--- config.mk ---
export PLATFORM = sky130hd
export DESIGN_NAME = wg_write_guard
export DESIGN_NICKNAME = d
export VERILOG_FILES = /design/src/rtl/wg_pkg.sv /design/src/rtl/wg_supply_timer.sv /design/src/rtl/wg_strobe_filter.sv /design/src/rtl/wg_write_guard.sv
export SDC_FILE = /design/constraint.sdc
export NUM_CORES = 1
export LEC_CHECK = 0
export BUFFER_PORTS_ARGS = -buffer_cell sky130_fd_sc_hd__buf_2
export CAP_MARGIN = 20
export CORE_UTILIZATION = 41
export CTS_CLUSTER_SIZE = 20
export DETAILED_ROUTE_END_ITERATION = 8
export PLACE_DENSITY = 0.63
export SLEW_MARGIN = 20
export SYNTH_ARGS = -nofsm -noshare
export SYNTH_HDL_FRONTEND = slang
export SYNTH_HIERARCHICAL = 1
export SYNTH_SLANG_ARGS = --single-unit
--- constraint.sdc ---
create_clock -name clk -period 2 [get_ports clk]
set_input_delay 0.4 -clock clk [delete_from_list [all_inputs] [get_ports clk]]
set_output_delay 0.4 -clock clk [all_outputs]
set_load 0.05 [all_outputs]
--- src/rtl/wg_pkg.sv ---
package wg_pkg;

    // Index of each filtered strobe in the strobe vector
    typedef enum int unsigned {
        STB_WE = 0,
        STB_CE = 1
    } wg_strobe_e;

    localparam int unsigned WG_NUM_STROBES = 2;

    // Registered output pair of the guard
    typedef struct packed {
        logic wr;
        logic inh;
    } wg_out_t;

endpackage

--- src/rtl/wg_supply_timer.sv ---
module wg_supply_timer #(
    parameter int unsigned HOLD_CYCLES = 1000000
) (
    input  logic clk,
    input  logic rst_n,
    input  logic supply_ok_i,
    output logic ready_o
);
    localparam int unsigned CW = $clog2(HOLD_CYCLES + 1);
    localparam logic [CW-1:0] HOLD_V = CW'(HOLD_CYCLES);

    typedef struct packed {
        logic [CW-1:0] cnt;
        logic          ready;
    } tmr_t;

    tmr_t s_d, s_q;

    always_comb begin
        s_d = s_q;
        if (!supply_ok_i) begin
            s_d.cnt   = '0;
            s_d.ready = 1'b0;
        end else begin
            if (s_q.cnt != HOLD_V) begin
                s_d.cnt = s_q.cnt + 1'b1;
            end
            s_d.ready = (s_d.cnt == HOLD_V);
        end
    end

    always_ff @(posedge clk or negedge rst_n) begin
        if (!rst_n) begin
            s_q <= '0;
        end else begin
            s_q <= s_d;
        end
    end

    assign ready_o = s_q.ready;

    // a bad supply sample drops readiness at that edge
    p_bad_supply_clears_r1: assert property (@(posedge clk) disable iff (!rst_n)
        !supply_ok_i |=> !ready_o);

    // readiness only appears after the counter reached its last step
    p_ready_after_hold_r2: assert property (@(posedge clk) disable iff (!rst_n)
        $rose(ready_o) |-> ($past(s_q.cnt) == HOLD_V - 1'b1) && $past(supply_ok_i));

    // a restart leaves the counter at zero
    p_restart_r3: assert property (@(posedge clk) disable iff (!rst_n)
        !supply_ok_i |=> (s_q.cnt == '0));

endmodule

--- src/rtl/wg_strobe_filter.sv ---
module wg_strobe_filter #(
    parameter int unsigned GLITCH_CYCLES = 3
) (
    input  logic clk,
    input  logic rst_n,
    input  logic strobe_n_i,
    output logic low_o,
    output logic idle_o
);
    localparam int unsigned CW = $clog2(GLITCH_CYCLES + 1);
    localparam logic [CW-1:0] LEN_V = CW'(GLITCH_CYCLES);

    typedef struct packed {
        logic [CW-1:0] run;
        logic          low;
    } flt_t;

    flt_t s_d, s_q;

    always_comb begin
        s_d = s_q;
        if (strobe_n_i) begin
            s_d.run = '0;
            s_d.low = 1'b0;
        end else begin
            if (s_q.run != LEN_V) begin
                s_d.run = s_q.run + 1'b1;
            end
            s_d.low = (s_d.run == LEN_V);
        end
    end

    always_ff @(posedge clk or negedge rst_n) begin
        if (!rst_n) begin
            s_q <= '0;
        end else begin
            s_q <= s_d;
        end
    end

    assign low_o  = s_q.low;
    assign idle_o = (s_q.run == '0);

    // a qualified low needs the full run of low samples
    p_low_needs_run_r7: assert property (@(posedge clk) disable iff (!rst_n)
        $rose(low_o) |-> !$past(strobe_n_i) && ($past(s_q.run) == LEN_V - 1'b1));

    // a high sample releases the strobe at once
    p_release_r8: assert property (@(posedge clk) disable iff (!rst_n)
        strobe_n_i |=> (!low_o && idle_o));

endmodule

--- src/rtl/wg_write_guard.sv ---
module wg_write_guard
    import wg_pkg::*;
#(
    parameter int unsigned HOLD_CYCLES   = 1000000,
    parameter int unsigned GLITCH_CYCLES = 3
) (
    input  logic clk,
    input  logic rst_n,
    input  logic supply_ok_i,
    input  logic we_n_i,
    input  logic ce_n_i,
    input  logic oe_n_i,
    output logic wr_qual_o,
    output logic wr_inhibit_o
);
    logic                      ready;
    logic [WG_NUM_STROBES-1:0] stb_n;
    logic [WG_NUM_STROBES-1:0] stb_low;
    logic [WG_NUM_STROBES-1:0] stb_idle;

    assign stb_n[STB_WE] = we_n_i;
    assign stb_n[STB_CE] = ce_n_i;

    wg_supply_timer #(
        .HOLD_CYCLES (HOLD_CYCLES)
    ) u_timer (
        .clk         (clk),
        .rst_n       (rst_n),
        .supply_ok_i (supply_ok_i),
        .ready_o     (ready)
    );

    for (genvar g = 0; g < WG_NUM_STROBES; g++) begin : g_flt
        wg_strobe_filter #(
            .GLITCH_CYCLES (GLITCH_CYCLES)
        ) u_flt (
            .clk        (clk),
            .rst_n      (rst_n),
            .strobe_n_i (stb_n[g]),
            .low_o      (stb_low[g]),
            .idle_o     (stb_idle[g])
        );
    end

    // Sampled output enable, reset to the inhibiting level
    logic oe_hi_d, oe_hi_q;
    wg_out_t out;

    always_comb begin
        oe_hi_d = oe_n_i;
    end

    always_ff @(posedge clk or negedge rst_n) begin
        if (!rst_n) begin
            oe_hi_q <= 1'b0;
        end else begin
            oe_hi_q <= oe_hi_d;
        end
    end

    always_comb begin
        out.inh = !ready || !oe_hi_q || (|stb_idle);
        out.wr  = ready && oe_hi_q && (&stb_low);
    end

    assign wr_qual_o    = out.wr;
    assign wr_inhibit_o = out.inh;

    // bad supply blocks the write at the sampling edge
    p_supply_blocks_r1: assert property (@(posedge clk) disable iff (!rst_n)
        !supply_ok_i |=> (!wr_qual_o && wr_inhibit_o));

    // output enable low blocks the write
    p_oe_blocks_r4: assert property (@(posedge clk) disable iff (!rst_n)
        !oe_n_i |=> (!wr_qual_o && wr_inhibit_o));

    // chip enable high blocks the write
    p_ce_blocks_r5: assert property (@(posedge clk) disable iff (!rst_n)
        ce_n_i |=> (!wr_qual_o && wr_inhibit_o));

    // write enable high blocks the write
    p_we_blocks_r6: assert property (@(posedge clk) disable iff (!rst_n)
        we_n_i |=> (!wr_qual_o && wr_inhibit_o));

    // a qualified write never coexists with the inhibit flag
    p_exclusive_r9: assert property (@(posedge clk) disable iff (!rst_n)
        !(wr_qual_o && wr_inhibit_o));

    // outputs idle right out of reset
    p_reset_idle_r10: assert property (@(posedge clk)
        !rst_n |=> (!wr_qual_o && wr_inhibit_o));

endmodule

==> run_summary.xml, run 1 <==
<?xml version="1.0" encoding="UTF-8"?>
<metrics>
  <group name="global_routing">
    <metric name="grtUsageTotal" unit="%">17.8</metric>
    <metric name="grt_antenna_before_repair" unit="">0</metric>
    <metric name="grt_pass1_vias" unit="">1291</metric>
    <metric name="grt_start_max_net_pins" unit="">29</metric>
    <metric name="globalRoute.totalOverflow" unit="">0</metric>
    <metric name="grt_first_pass_wirelength" unit="um">5640</metric>
  </group>
  <group name="setup_path">
    <metric name="critical_path.reg2reg.startpoint" unit="">u_timer/s_q[1]</metric>
    <metric name="critical_path.endpoint_type" unit="">flop</metric>
    <metric name="worst_path_class_setup" unit="">flop to flop</metric>
    <metric name="worstRegToRegCells" unit="">8</metric>
    <metric name="worst-endpoint-required" unit="ns">2.21</metric>
    <metric name="crit_path_start" unit="">u_timer/s_q[1]</metric>
    <metric name="cp-start-kind" unit="">flop</metric>
    <metric name="crit_arrival" unit="ns">2.19</metric>
    <metric name="critical_path_peak_fanout" unit="">4</metric>
  </group>
  <group name="power_and_ir_drop">
    <metric name="final_total_power" unit="uW">1130</metric>
    <metric name="p_leak" unit="uW">0.000787</metric>
    <metric name="power_per_cell_area" unit="mW/mm2">596</metric>
    <metric name="pwr-share-seq" unit="%">52.6</metric>
    <metric name="power.net_switching" unit="uW">240</metric>
    <metric name="internal_power" unit="uW">892</metric>
    <metric name="clock_power_share" unit="%">39.3</metric>
    <metric name="comb_power_share" unit="%">8.1</metric>
    <metric name="sw_frac_of_total" unit="%">21.2</metric>
    <metric name="irDropWorstVdd" unit="uV">245</metric>
  </group>
  <group name="cells_and_area">
    <metric name="area_delta_synth_final" unit="%">19.1</metric>
    <metric name="final_common_cell" unit="">dfrtp_1</metric>
    <metric name="final-instance-count-excl-fill" unit="">230</metric>
    <metric name="antenna_fix_cells" unit="">0</metric>
    <metric name="drive_above_1_share" unit="%">27.5</metric>
    <metric name="mostFrequentLayoutCells" unit="">26 x dfrtp_1, 17 x buf_4, 11 x nand2_1</metric>
    <metric name="final_net_count" unit="">191</metric>
  </group>
  <group name="floorplanning">
    <metric name="floorplan.core_area" unit="mm2">0.00369</metric>
    <metric name="initial_utilization" unit="%">43.2</metric>
    <metric name="rows" unit="">22</metric>
    <metric name="dieWidth" unit="um">64.4</metric>
    <metric name="boundaryPins" unit="">8</metric>
    <metric name="die_height" unit="um">64.4</metric>
    <metric name="die_area" unit="mm2">0.00414</metric>
  </group>
  <group name="yosys">
    <metric name="synth_cell_type_count" unit="">42</metric>
    <metric name="postSynthAreaPerCell" unit="um2">9.91</metric>
    <metric name="postSynthNetCount" unit="">169</metric>
    <metric name="synth-warning-count" unit="">6</metric>
    <metric name="netlist_instances" unit="">161</metric>
    <metric name="ys.flop_type" unit="">dfrtp_1</metric>
    <metric name="synthArstFlopShare" unit="%">100</metric>
    <metric name="synth_enable_flop_cells" unit="">0</metric>
    <metric name="post_synthesis_sequential_area_ratio" unit="%">43.9</metric>
    <metric name="ys_ff_latch" unit="">28</metric>
    <metric name="syn-cell-area" unit="mm2">0.00160</metric>
  </group>
  <group name="cts">
    <metric name="ctsLongestPathBuffers" unit="">2</metric>
    <metric name="cts_hold_buffers" unit="">0</metric>
    <metric name="clkSlewWorstSetupHoldPaths" unit="ns">0.10</metric>
    <metric name="cts_tree" unit="">done</metric>
    <metric name="count_of_clock_tree_sinks" unit="">28</metric>
    <metric name="clk_root_buffer_cell" unit="">clkbuf_8</metric>
    <metric name="post-cts-setup-buffer-count" unit="">0</metric>
    <metric name="tritoncts.num_buffers" unit="">3</metric>
    <metric name="h-tree-depth" unit="">1</metric>
    <metric name="clk_latency" unit="ns">0.27</metric>
  </group>
  <group name="timing">
    <metric name="fin_worst_hold_slack" unit="ns">0.129</metric>
    <metric name="fin_setup_tns" unit="ns">0</metric>
    <metric name="maxClockFrequency" unit="GHz">0.507</metric>
    <metric name="fin_worst_skew" unit="ns">0.00394</metric>
    <metric name="finalWorstPathRequiredPeriod" unit="ns">1.97</metric>
    <metric name="finalWorstSetupSlack" unit="ns">0.0257</metric>
    <metric name="max_slew_vio_count" unit="">0</metric>
    <metric name="fin_crit_sh" unit="%">98.7</metric>
    <metric name="hold_viol_final" unit="">0</metric>
    <metric name="setup_viol" unit="">0</metric>
    <metric name="worstMarginPinSlew" unit="ns">0.628</metric>
    <metric name="rsz_0062_raised_after_global_routing" unit="">yes</metric>
    <metric name="maxSlewHeadroom" unit="%">58.2</metric>
  </group>
  <group name="detailed_routing">
    <metric name="antenna_left" unit="">0</metric>
    <metric name="first_iter_violations" unit="">43</metric>
    <metric name="drt_wl_total" unit="um">3310</metric>
    <metric name="route.top_layer_used" unit="">met4</metric>
    <metric name="drt-wirelength-per-cell" unit="um">14.4</metric>
    <metric name="firstDrtPassIters" unit="">4</metric>
    <metric name="detail_route.vias_per_cell" unit="">5.30</metric>
    <metric name="dr_wl_met3" unit="um">82</metric>
    <metric name="drc" unit="">0</metric>
    <metric name="met2_length" unit="um">1720</metric>
    <metric name="via_count" unit="">1218</metric>
    <metric name="routedLengthMet1" unit="um">1450</metric>
  </group>
  <group name="status">
    <metric name="run_status" unit="">finished clean</metric>
  </group>
  <group name="hold_path">
    <metric name="hold_class" unit="">primary input to asynchronous set/reset pin</metric>
  </group>
  <group name="place">
    <metric name="detailedPlace.worstSlack" unit="ns">-0.0170</metric>
    <metric name="placed_cells" unit="">226</metric>
    <metric name="port_buffers" unit="">7</metric>
    <metric name="place.gp.congestion" unit="">0.894</metric>
    <metric name="post-dp-hpwl" unit="um">2440</metric>
  </group>
  <group name="flow_run">
    <metric name="max-cap-violations" unit="">0</metric>
  </group>
</metrics>
[timing repair]
item,CTS,global route
hold endpoints to repair,0,0
pin swaps,2,4
setup endpoints to repair,1,3
resized for setup,3,11
[registers in the layout, summed over array words and instances, names as in the netlist]
name	cells
g_flt.u_flt/low_o	2
g_flt.u_flt/s_q	4
oe_hi_q	1
u_timer/ready_o	1
u_timer/s_q	20
[power by group through the flow]
stage          clock network, uW  logic [uW]  registers, uW
2_1_floorplan                  0        38.5            604
3_3_place_gp                   0        80.1            602
3_5_place_dp                   0        83.2            604
4_1_cts                      454        84.4            593
5_1_grt                      474         102            598
6_report                     445        92.0            596
[path summary, 6_finish.rpt]
| path | endpoint | slack [ns] |
|---|---|---|
| max | u_timer/ready_o | 0.03 |
| min | u_timer/s_q[13] | 0.13 |
| max reg2reg | u_timer/ready_o | 0.03 |
| min reg2reg | g_flt[0].u_flt/s_q[1] | 0.48 |
| max in group asynchronous | u_timer/s_q[2] | 1.42 |
| min in group clk | oe_hi_q | 0.23 |
[logic make-up (layout without fill, tap and decap cells)]
group | count (synthesis) | count (layout) | synth area share (%)
compound gates | 15 | 15 | 5.96
xor+xnor | 18 | 18 | 9.88
fa+ha+maj | 2 | 2 | 1.57
buf+inv | 13 | 34 | 4.55
flops | 28 | 28 | 43.9
mux | 3 | 3 | 1.88
simple gates | 82 | 82 | 32.2
[synth_stat cells, drive strengths merged, types with 3 or more instances]
master  number  area (um2)
a21boi       3        22.5
nand4        3        31.3
or3          6        42.5
dfrtp       28         701
o21ai        4        20.0
mux2i        3        30.0
buf          4        38.8
nor2        11        46.3
nand3        7        40.0
nor4b        4        47.6
nor2b        8        50.1
nand2       11        41.3
inv          6        22.5
nor3        10        50.1
xor2         9        78.8
nor4         3        18.8
xnor2        9        78.8
and2         9        56.3
a21oi        5        32.5
clkbuf       3        11.3
[per-layer routing]
metal / vias to the layer above / GRT usage (%)
met2: 19 / 31.8
li1: 593 / -
met3: 4 / 2.14
met4: 0 / 7.78
met5: - / 0
met1: 602 / 21.2
[area by class of cell]
cell class | instances | area [um2]
Timing Repair Buffer | 24 | 163
Sequential cell | 28 | 703
Tap cell | 48 | 60.1
Clock inverter | 1 | 30.0
Multi-Input combinational cell | 120 | 880
Clock buffer | 3 | 41.3
Inverter | 6 | 22.5
Fill cell | 344 | 1790
[critical path, cell delays in order, from the launching register on]
cell      delay (ns)
dfrtp_2         0.46
inv_2           0.09
ha_4            0.13
nand4b_1        0.13
nor4b_2         0.29
and4bb_4        0.28
mux2i_2         0.07
nor4b_2         0.25
and4b_1         0.21
[stage by stage]
stage               utilization (%)  cell area [um2]
floorplan                         -             1600
global placement               47.9             1770
detailed placement             47.9             1770
CTS                            50.3             1850
global route                   51.5             1900
finish                         51.5             1900
Note: power is estimated with default switching activity, not from simulation.
==> inputs of run 2 (changes only) <==
--- a/config.mk
+++ b/config.mk
@@ -7,10 +7,10 @@
 export LEC_CHECK = 0
 export BUFFER_PORTS_ARGS = -buffer_cell sky130_fd_sc_hd__buf_2
 export CAP_MARGIN = 20
-export CORE_UTILIZATION = 41
+export CORE_UTILIZATION = 54
 export CTS_CLUSTER_SIZE = 20
 export DETAILED_ROUTE_END_ITERATION = 8
-export PLACE_DENSITY = 0.63
+export PLACE_DENSITY = 0.78
 export SLEW_MARGIN = 20
 export SYNTH_ARGS = -nofsm -noshare
 export SYNTH_HDL_FRONTEND = slang
==> run 2 against run 1 <==
Effect of this change: combinational power down 7.8%; worst hold slack worse by 0.078 ns; setup slack worse by 0.030 ns; the run now ends with negative setup slack left; critical endpoint unchanged.
==> run_summary.xml, run 2 (synthesis gave the netlist of run 1 again) <==
<?xml version="1.0" encoding="UTF-8"?>
<metrics>
  <group name="timing">
    <metric name="maxClockFrequency" unit="GHz">0.499</metric>
    <metric name="fin_setup_tns" unit="ns">-0.00406</metric>
    <metric name="fin_worst_skew" unit="ns">0.0139</metric>
    <metric name="fin_crit_sh" unit="%">100</metric>
    <metric name="setup_viol" unit="">1</metric>
    <metric name="fin_worst_hold_slack" unit="ns">0.0514</metric>
    <metric name="rsz_0062_raised_after_global_routing" unit="">yes</metric>
    <metric name="max_slew_vio_count" unit="">0</metric>
    <metric name="hold_viol_final" unit="">0</metric>
    <metric name="finalWorstSetupSlack" unit="ns">-0.00406</metric>
    <metric name="maxSlewHeadroom" unit="%">57.0</metric>
    <metric name="finalWorstPathRequiredPeriod" unit="ns">2.00</metric>
    <metric name="worstMarginPinSlew" unit="ns">0.646</metric>
  </group>
  <group name="cells_and_area">
    <metric name="final_common_cell" unit="">dfrtp_1</metric>
    <metric name="regMostFlops" unit="">u_timer/s_q</metric>
    <metric name="final_net_count" unit="">192</metric>
    <metric name="filler_cell_count" unit="">198</metric>
    <metric name="antenna_fix_cells" unit="">0</metric>
    <metric name="area_delta_synth_final" unit="%">17.5</metric>
    <metric name="fin_area" unit="mm2">0.00187</metric>
    <metric name="mostFrequentLayoutCells" unit="">26 x dfrtp_1, 18 x buf_4, 11 x nand2_1</metric>
    <metric name="drive_above_1_share" unit="%">26.2</metric>
    <metric name="largest_register_ffs" unit="">20</metric>
  </group>
  <group name="detailed_routing">
    <metric name="drc" unit="">0</metric>
    <metric name="drt_wl_total" unit="um">3350</metric>
    <metric name="detail_route.vias_per_cell" unit="">5.69</metric>
    <metric name="via_count" unit="">1217</metric>
    <metric name="first_iter_violations" unit="">39</metric>
    <metric name="antenna_left" unit="">0</metric>
    <metric name="drt-wirelength-per-cell" unit="um">15.6</metric>
    <metric name="firstDrtPassIters" unit="">4</metric>
  </group>
  <group name="place">
    <metric name="port_buffers" unit="">7</metric>
    <metric name="place.gp.congestion" unit="">0.919</metric>
    <metric name="post-dp-hpwl" unit="um">2420</metric>
    <metric name="place_area" unit="mm2">0.00175</metric>
  </group>
  <group name="floorplanning">
    <metric name="rows" unit="">19</metric>
    <metric name="die_area" unit="mm2">0.00318</metric>
    <metric name="die_height" unit="um">56.4</metric>
    <metric name="boundaryPins" unit="">8</metric>
    <metric name="floorplan.core_area" unit="mm2">0.00278</metric>
    <metric name="initial_utilization" unit="%">57.4</metric>
    <metric name="dieWidth" unit="um">56.4</metric>
  </group>
  <group name="cts">
    <metric name="ctsLongestPathBuffers" unit="">2</metric>
    <metric name="cts_hold_buffers" unit="">0</metric>
    <metric name="clkSlewWorstSetupHoldPaths" unit="ns">0.16</metric>
    <metric name="cts_tree" unit="">done</metric>
    <metric name="clk_latency" unit="ns">0.34</metric>
    <metric name="count_of_clock_tree_sinks" unit="">28</metric>
    <metric name="clk_root_buffer_cell" unit="">clkbuf_4</metric>
    <metric name="tritoncts.num_buffers" unit="">3</metric>
    <metric name="h-tree-depth" unit="">1</metric>
  </group>
  <group name="setup_path">
    <metric name="cp-start-kind" unit="">flop</metric>
    <metric name="crit_arrival" unit="ns">2.30</metric>
    <metric name="worst_path_class_setup" unit="">flop to flop</metric>
    <metric name="critical_path.endpoint_type" unit="">flop</metric>
    <metric name="critical_path_peak_fanout" unit="">4</metric>
    <metric name="worst-endpoint-required" unit="ns">2.30</metric>
  </group>
  <group name="hold_path">
    <metric name="hold_class" unit="">primary input to asynchronous set/reset pin</metric>
  </group>
  <group name="status">
    <metric name="failed_checks" unit="">negative setup slack</metric>
    <metric name="run_status" unit="">finished, violations left</metric>
  </group>
  <group name="global_routing">
    <metric name="grt_first_pass_wirelength" unit="um">5580</metric>
    <metric name="grtUsageTotal" unit="%">22.5</metric>
    <metric name="grt_pass1_vias" unit="">1214</metric>
    <metric name="grt_start_max_net_pins" unit="">29</metric>
    <metric name="globalRoute.totalOverflow" unit="">0</metric>
    <metric name="grt_antenna_before_repair" unit="">0</metric>
  </group>
  <group name="power_and_ir_drop">
    <metric name="irDropWorstVdd" unit="uV">451</metric>
    <metric name="p_leak" unit="uW">0.000811</metric>
    <metric name="final_total_power" unit="uW">1060</metric>
    <metric name="power_per_cell_area" unit="mW/mm2">566</metric>
  </group>
  <group name="flow_run">
    <metric name="max-cap-violations" unit="">0</metric>
  </group>
</metrics>
## run 2: cell types whose count changed in the layout (fill, tap and decap cells not counted), moves of 2 or more
cell and delta:
clkbuf_4 +3, clkbuf_8 -3, inv_1 +2, inv_2 -2
## run 2: through the flow
| step | std cells | setup WS, ns | utilization [%] |
|---|---|---|---|
| final | 214 | -0.00406 | 67.4 |
| after global routing | 214 | -0.103 | 67.4 |
| after CTS | 214 | 0.00334 | 65.7 |
| after detailed placement | 209 | -0.0650 | 62.8 |
| after global placement | 209 | 0.0236 | 62.8 |
| after floorplan | 161 | 0.0206 | - |
## run 2: what timing repair did
item | CTS | global route
pin swaps | 2 | 3
gates resized for setup | 5 | 7
buffers inserted | 1 | 0
endpoints found under the setup margin | 1 | 1
## run 2: final cells by class
type / instances / area (um2) / share of cell area [%]
clock buffers: 3 / 22.5 / 1.20
inverters: 6 / 22.5 / 1.20
multi-input cells: 120 / 887 / 47.3
clock inverters: 1 / 30.0 / 1.60
flip-flops and latches: 28 / 703 / 37.5
well taps: 31 / 38.8 / 2.07
repair buffers: 25 / 170 / 9.08
## run 2: path summary, 6_finish.rpt
kind | slack [ns] | cells after the start | to | start
min in group clk | 0.18 | 1 | oe_hi_q | oe_n_i
setup / recovery | -0.004 | 8 | u_timer/ready_o | u_timer/s_q[1]
setup reg to reg | -0.004 | 8 | u_timer/ready_o | u_timer/s_q[1]
hold / removal | 0.05 | 1 | u_timer/s_q[11] | rst_n
max in group asynchronous | 1.48 | 1 | u_timer/s_q[2] | rst_n
hold reg to reg | 0.49 | 1 | g_flt[0].u_flt/s_q[1] | g_flt[0].u_flt/s_q[1]
## run 2: critical path: stages, from the launching register on
cell      delay, ns
dfrtp_2        0.48
inv_1          0.09
ha_1           0.17
nand4b_1       0.15
nor4b_2        0.24
and4bb_4       0.27
mux2i_1        0.09
nor4b_2        0.27
and4b_1        0.21
## run 2: power by group
part	internal, uW	total [uW]	switching (uW)
clock	203	379	176
sequential	582	598	16.4
combinational	39.2	84.8	45.6
total	824	1060	238
## run 2: per-layer routing
| layer | share of wire (%) | wire length (um) | vias to the layer above | global-route usage [%] |
|---|---|---|---|---|
| li1 | - | - | 597 | - |
| met1 | 47 | 1560 | 603 | 31.8 |
| met2 | 51 | 1690 | 13 | 36.2 |
| met3 | 1.9 | 64 | 4 | 2.07 |
| met4 | 0.90 | 30 | 0 | 8.36 |
| met5 | 0 | 0 | - | 0 |
==> inputs of run 3 (changes only) <==
--- a/config.mk
+++ b/config.mk
@@ -6,11 +6,13 @@
 export NUM_CORES = 1
 export LEC_CHECK = 0
 export BUFFER_PORTS_ARGS = -buffer_cell sky130_fd_sc_hd__buf_2
-export CAP_MARGIN = 20
-export CORE_UTILIZATION = 54
+export CELL_PAD_IN_SITES_DETAIL_PLACEMENT = 0
+export CELL_PAD_IN_SITES_GLOBAL_PLACEMENT = 1
+export CORE_UTILIZATION = 43
 export CTS_CLUSTER_SIZE = 20
 export DETAILED_ROUTE_END_ITERATION = 8
-export PLACE_DENSITY = 0.78
+export PLACE_DENSITY = 0.79
+export SKIP_LAST_GASP = 1
 export SLEW_MARGIN = 20
 export SYNTH_ARGS = -nofsm -noshare
 export SYNTH_HDL_FRONTEND = slang
==> run 3 against run 2 <==
Effect of this change: highest routed layer unchanged; the flow still finishes with violations (negative setup slack); core utilization fell by 12 points; worst hold slack improved by 0.076 ns; combinational power rose by 2%.
==> run_summary.xml, run 3 (synthesis gave the netlist of run 1 again) <==
<?xml version="1.0" encoding="UTF-8"?>
<metrics>
  <group name="cts">
    <metric name="clk_latency" unit="ns">0.28</metric>
    <metric name="ctsLongestPathBuffers" unit="">2</metric>
    <metric name="h-tree-depth" unit="">1</metric>
    <metric name="cts_hold_buffers" unit="">0</metric>
    <metric name="clkSlewWorstSetupHoldPaths" unit="ns">0.10</metric>
    <metric name="cts_tree" unit="">done</metric>
    <metric name="count_of_clock_tree_sinks" unit="">28</metric>
    <metric name="clk_root_buffer_cell" unit="">clkbuf_8</metric>
    <metric name="tritoncts.num_buffers" unit="">3</metric>
  </group>
  <group name="cells_and_area">
    <metric name="filler_cell_count" unit="">312</metric>
    <metric name="mostFrequentLayoutCells" unit="">27 x dfrtp_1, 19 x buf_4, 11 x nand2_1</metric>
    <metric name="largest_register_ffs" unit="">20</metric>
    <metric name="total_area_of_multi_input_combinational_cells" unit="um2">880</metric>
    <metric name="final-instance-count-excl-fill" unit="">230</metric>
    <metric name="ff_latch_area" unit="um2">702</metric>
    <metric name="area_delta_synth_final" unit="%">19.8</metric>
    <metric name="final_common_cell" unit="">dfrtp_1</metric>
    <metric name="drive_above_1_share" unit="%">27.2</metric>
    <metric name="final_net_count" unit="">193</metric>
    <metric name="antenna_fix_cells" unit="">0</metric>
    <metric name="regMostFlops" unit="">u_timer/s_q</metric>
  </group>
  <group name="power_and_ir_drop">
    <metric name="internal_power" unit="uW">888</metric>
    <metric name="p_leak" unit="uW">0.000821</metric>
    <metric name="power_per_cell_area" unit="mW/mm2">592</metric>
    <metric name="irDropWorstVdd" unit="uV">294</metric>
    <metric name="power.net_switching" unit="uW">243</metric>
    <metric name="clock_power_share" unit="%">39.9</metric>
    <metric name="sw_frac_of_total" unit="%">21.5</metric>
    <metric name="comb_power_share" unit="%">7.6</metric>
    <metric name="pwr-share-seq" unit="%">52.5</metric>
  </group>
  <group name="global_routing">
    <metric name="grt_pass1_vias" unit="">1207</metric>
    <metric name="grt_first_pass_wirelength" unit="um">5730</metric>
    <metric name="grt_antenna_before_repair" unit="">0</metric>
    <metric name="grt_start_max_net_pins" unit="">29</metric>
    <metric name="globalRoute.totalOverflow" unit="">0</metric>
    <metric name="grtUsageTotal" unit="%">18.5</metric>
  </group>
  <group name="detailed_routing">
    <metric name="antenna_left" unit="">0</metric>
    <metric name="drt_wl_total" unit="um">3240</metric>
    <metric name="drc" unit="">0</metric>
    <metric name="first_iter_violations" unit="">50</metric>
    <metric name="detail_route.vias_per_cell" unit="">5.18</metric>
    <metric name="via_count" unit="">1191</metric>
    <metric name="drt-wirelength-per-cell" unit="um">14.1</metric>
    <metric name="firstDrtPassIters" unit="">4</metric>
  </group>
  <group name="floorplanning">
    <metric name="rows" unit="">21</metric>
    <metric name="dieWidth" unit="um">62.9</metric>
    <metric name="boundaryPins" unit="">8</metric>
    <metric name="floorplan.core_area" unit="mm2">0.00344</metric>
    <metric name="die_height" unit="um">62.9</metric>
    <metric name="die_area" unit="mm2">0.00396</metric>
    <metric name="initial_utilization" unit="%">46.3</metric>
  </group>
  <group name="timing">
    <metric name="rsz_0062_raised_after_global_routing" unit="">yes</metric>
    <metric name="fin_crit_sh" unit="%">101</metric>
    <metric name="setup_viol" unit="">1</metric>
    <metric name="hold_viol_final" unit="">0</metric>
    <metric name="maxClockFrequency" unit="GHz">0.497</metric>
    <metric name="worstMarginPinSlew" unit="ns">0.632</metric>
    <metric name="finalWorstSetupSlack" unit="ns">-0.0123</metric>
    <metric name="fin_worst_skew" unit="ns">0.00728</metric>
    <metric name="max_slew_vio_count" unit="">0</metric>
    <metric name="fin_worst_hold_slack" unit="ns">0.127</metric>
    <metric name="maxSlewHeadroom" unit="%">57.8</metric>
    <metric name="finalWorstPathRequiredPeriod" unit="ns">2.01</metric>
  </group>
  <group name="place">
    <metric name="port_buffers" unit="">7</metric>
    <metric name="place.gp.congestion" unit="">0.806</metric>
    <metric name="placed_cells" unit="">225</metric>
    <metric name="post-dp-hpwl" unit="um">2290</metric>
  </group>
  <group name="setup_path">
    <metric name="critical_path.endpoint_type" unit="">flop</metric>
    <metric name="critical_path.reg2reg.endpoint" unit="">u_timer/ready_o</metric>
    <metric name="cp-start-kind" unit="">flop</metric>
    <metric name="crit_path_start" unit="">u_timer/s_q[8]</metric>
    <metric name="worstRegToRegCells" unit="">7</metric>
    <metric name="critical_path_peak_fanout" unit="">7</metric>
    <metric name="worst-endpoint-required" unit="ns">2.22</metric>
    <metric name="critPathSlowestCell" unit="">dfrtp_1</metric>
    <metric name="worst_path_class_setup" unit="">flop to flop</metric>
    <metric name="critical_path.cell_chain" unit="">nand4_2, buf_4, nor3_4, a31oi_1, nor4_2, buf_4, and4b_1</metric>
    <metric name="critical_path.reg2reg.startpoint" unit="">u_timer/s_q[8]</metric>
    <metric name="cp_slowest_stage_delay" unit="ns">0.44</metric>
    <metric name="critical-path-top-cell-by-count" unit="">buf_4</metric>
    <metric name="crit_arrival" unit="ns">2.24</metric>
    <metric name="rrSetupSlack" unit="ns">-0.01</metric>
  </group>
  <group name="status">
    <metric name="run_status" unit="">finished, violations left</metric>
    <metric name="failed_checks" unit="">negative setup slack</metric>
  </group>
  <group name="hold_path">
    <metric name="hold_class" unit="">primary input to asynchronous set/reset pin</metric>
  </group>
  <group name="flow_run">
    <metric name="max-cap-violations" unit="">0</metric>
  </group>
</metrics>
==> run 3: how the worst max path moves through the flow <==
stage                     slack (ns)              end  cells after the start
final                          -0.01  u_timer/ready_o                      7
after global routing           -0.11  u_timer/ready_o                      7
after CTS                      0.003  u_timer/ready_o                      7
after detailed placement        -0.1  u_timer/ready_o                      7
after global placement         -0.02  u_timer/ready_o                      7
after floorplan                 0.02  u_timer/ready_o                      7
==> run 3: final cells by class <==
type	instances	share of cell area, %
clock buffer	3	2.16
clock inverter	1	1.57
inverter	6	1.18
multi-input combinational	120	46.0
sequential	28	36.7
tap	46	3.01
timing repair buffer	26	9.30
==> run 3: repair_timing <==
action | CTS | global route
gates cloned | 0 | 0
pin swaps | 2 | 1
setup buffers | 1 | 0
setup endpoints to repair | 1 | 2
gates resized for setup | 4 | 8
==> run 3: critical path, delay by kind of cell, from the launching register on <==
family,cells,cell delay (ns)
AO/OA/AOI/OAI,1,0.15
buffers and inverters,2,0.39
flip-flops,1,0.44
AND/OR/NAND/NOR,4,0.98
==> run 3: power groups by stage <==
stage	clock network, uW	logic (uW)	registers (uW)
5_1_grt	485	98.3	595
4_1_cts	468	86.2	593
2_1_floorplan	0	38.5	604
6_report	451	86.5	593
3_5_place_dp	0	81.0	604
3_3_place_gp	0	78.4	603
==> run 3: layer usage <==
metal  GRT usage, %  wire [um]
met1           24.9       1510
met2           29.2       1570
met3           4.20        114
met4           5.81         44
met5              0          0
==> run 3: through the flow <==
stage / instance area, um2 / TNS, ns / power [uW] / util (%) / setup slack, ns
final: 1910 / -0.0123 / 1130 / 55.5 / -0.0123
after floorplan: 1600 / 0 / 642 / - / 0.0206
after detailed placement: 1770 / -0.0973 / 685 / 51.5 / -0.0973
after CTS: 1880 / 0 / 1150 / 54.5 / 0.00285
after global routing: 1910 / -0.107 / 1180 / 55.5 / -0.107
after global placement: 1770 / -0.0197 / 681 / 51.5 / -0.0197
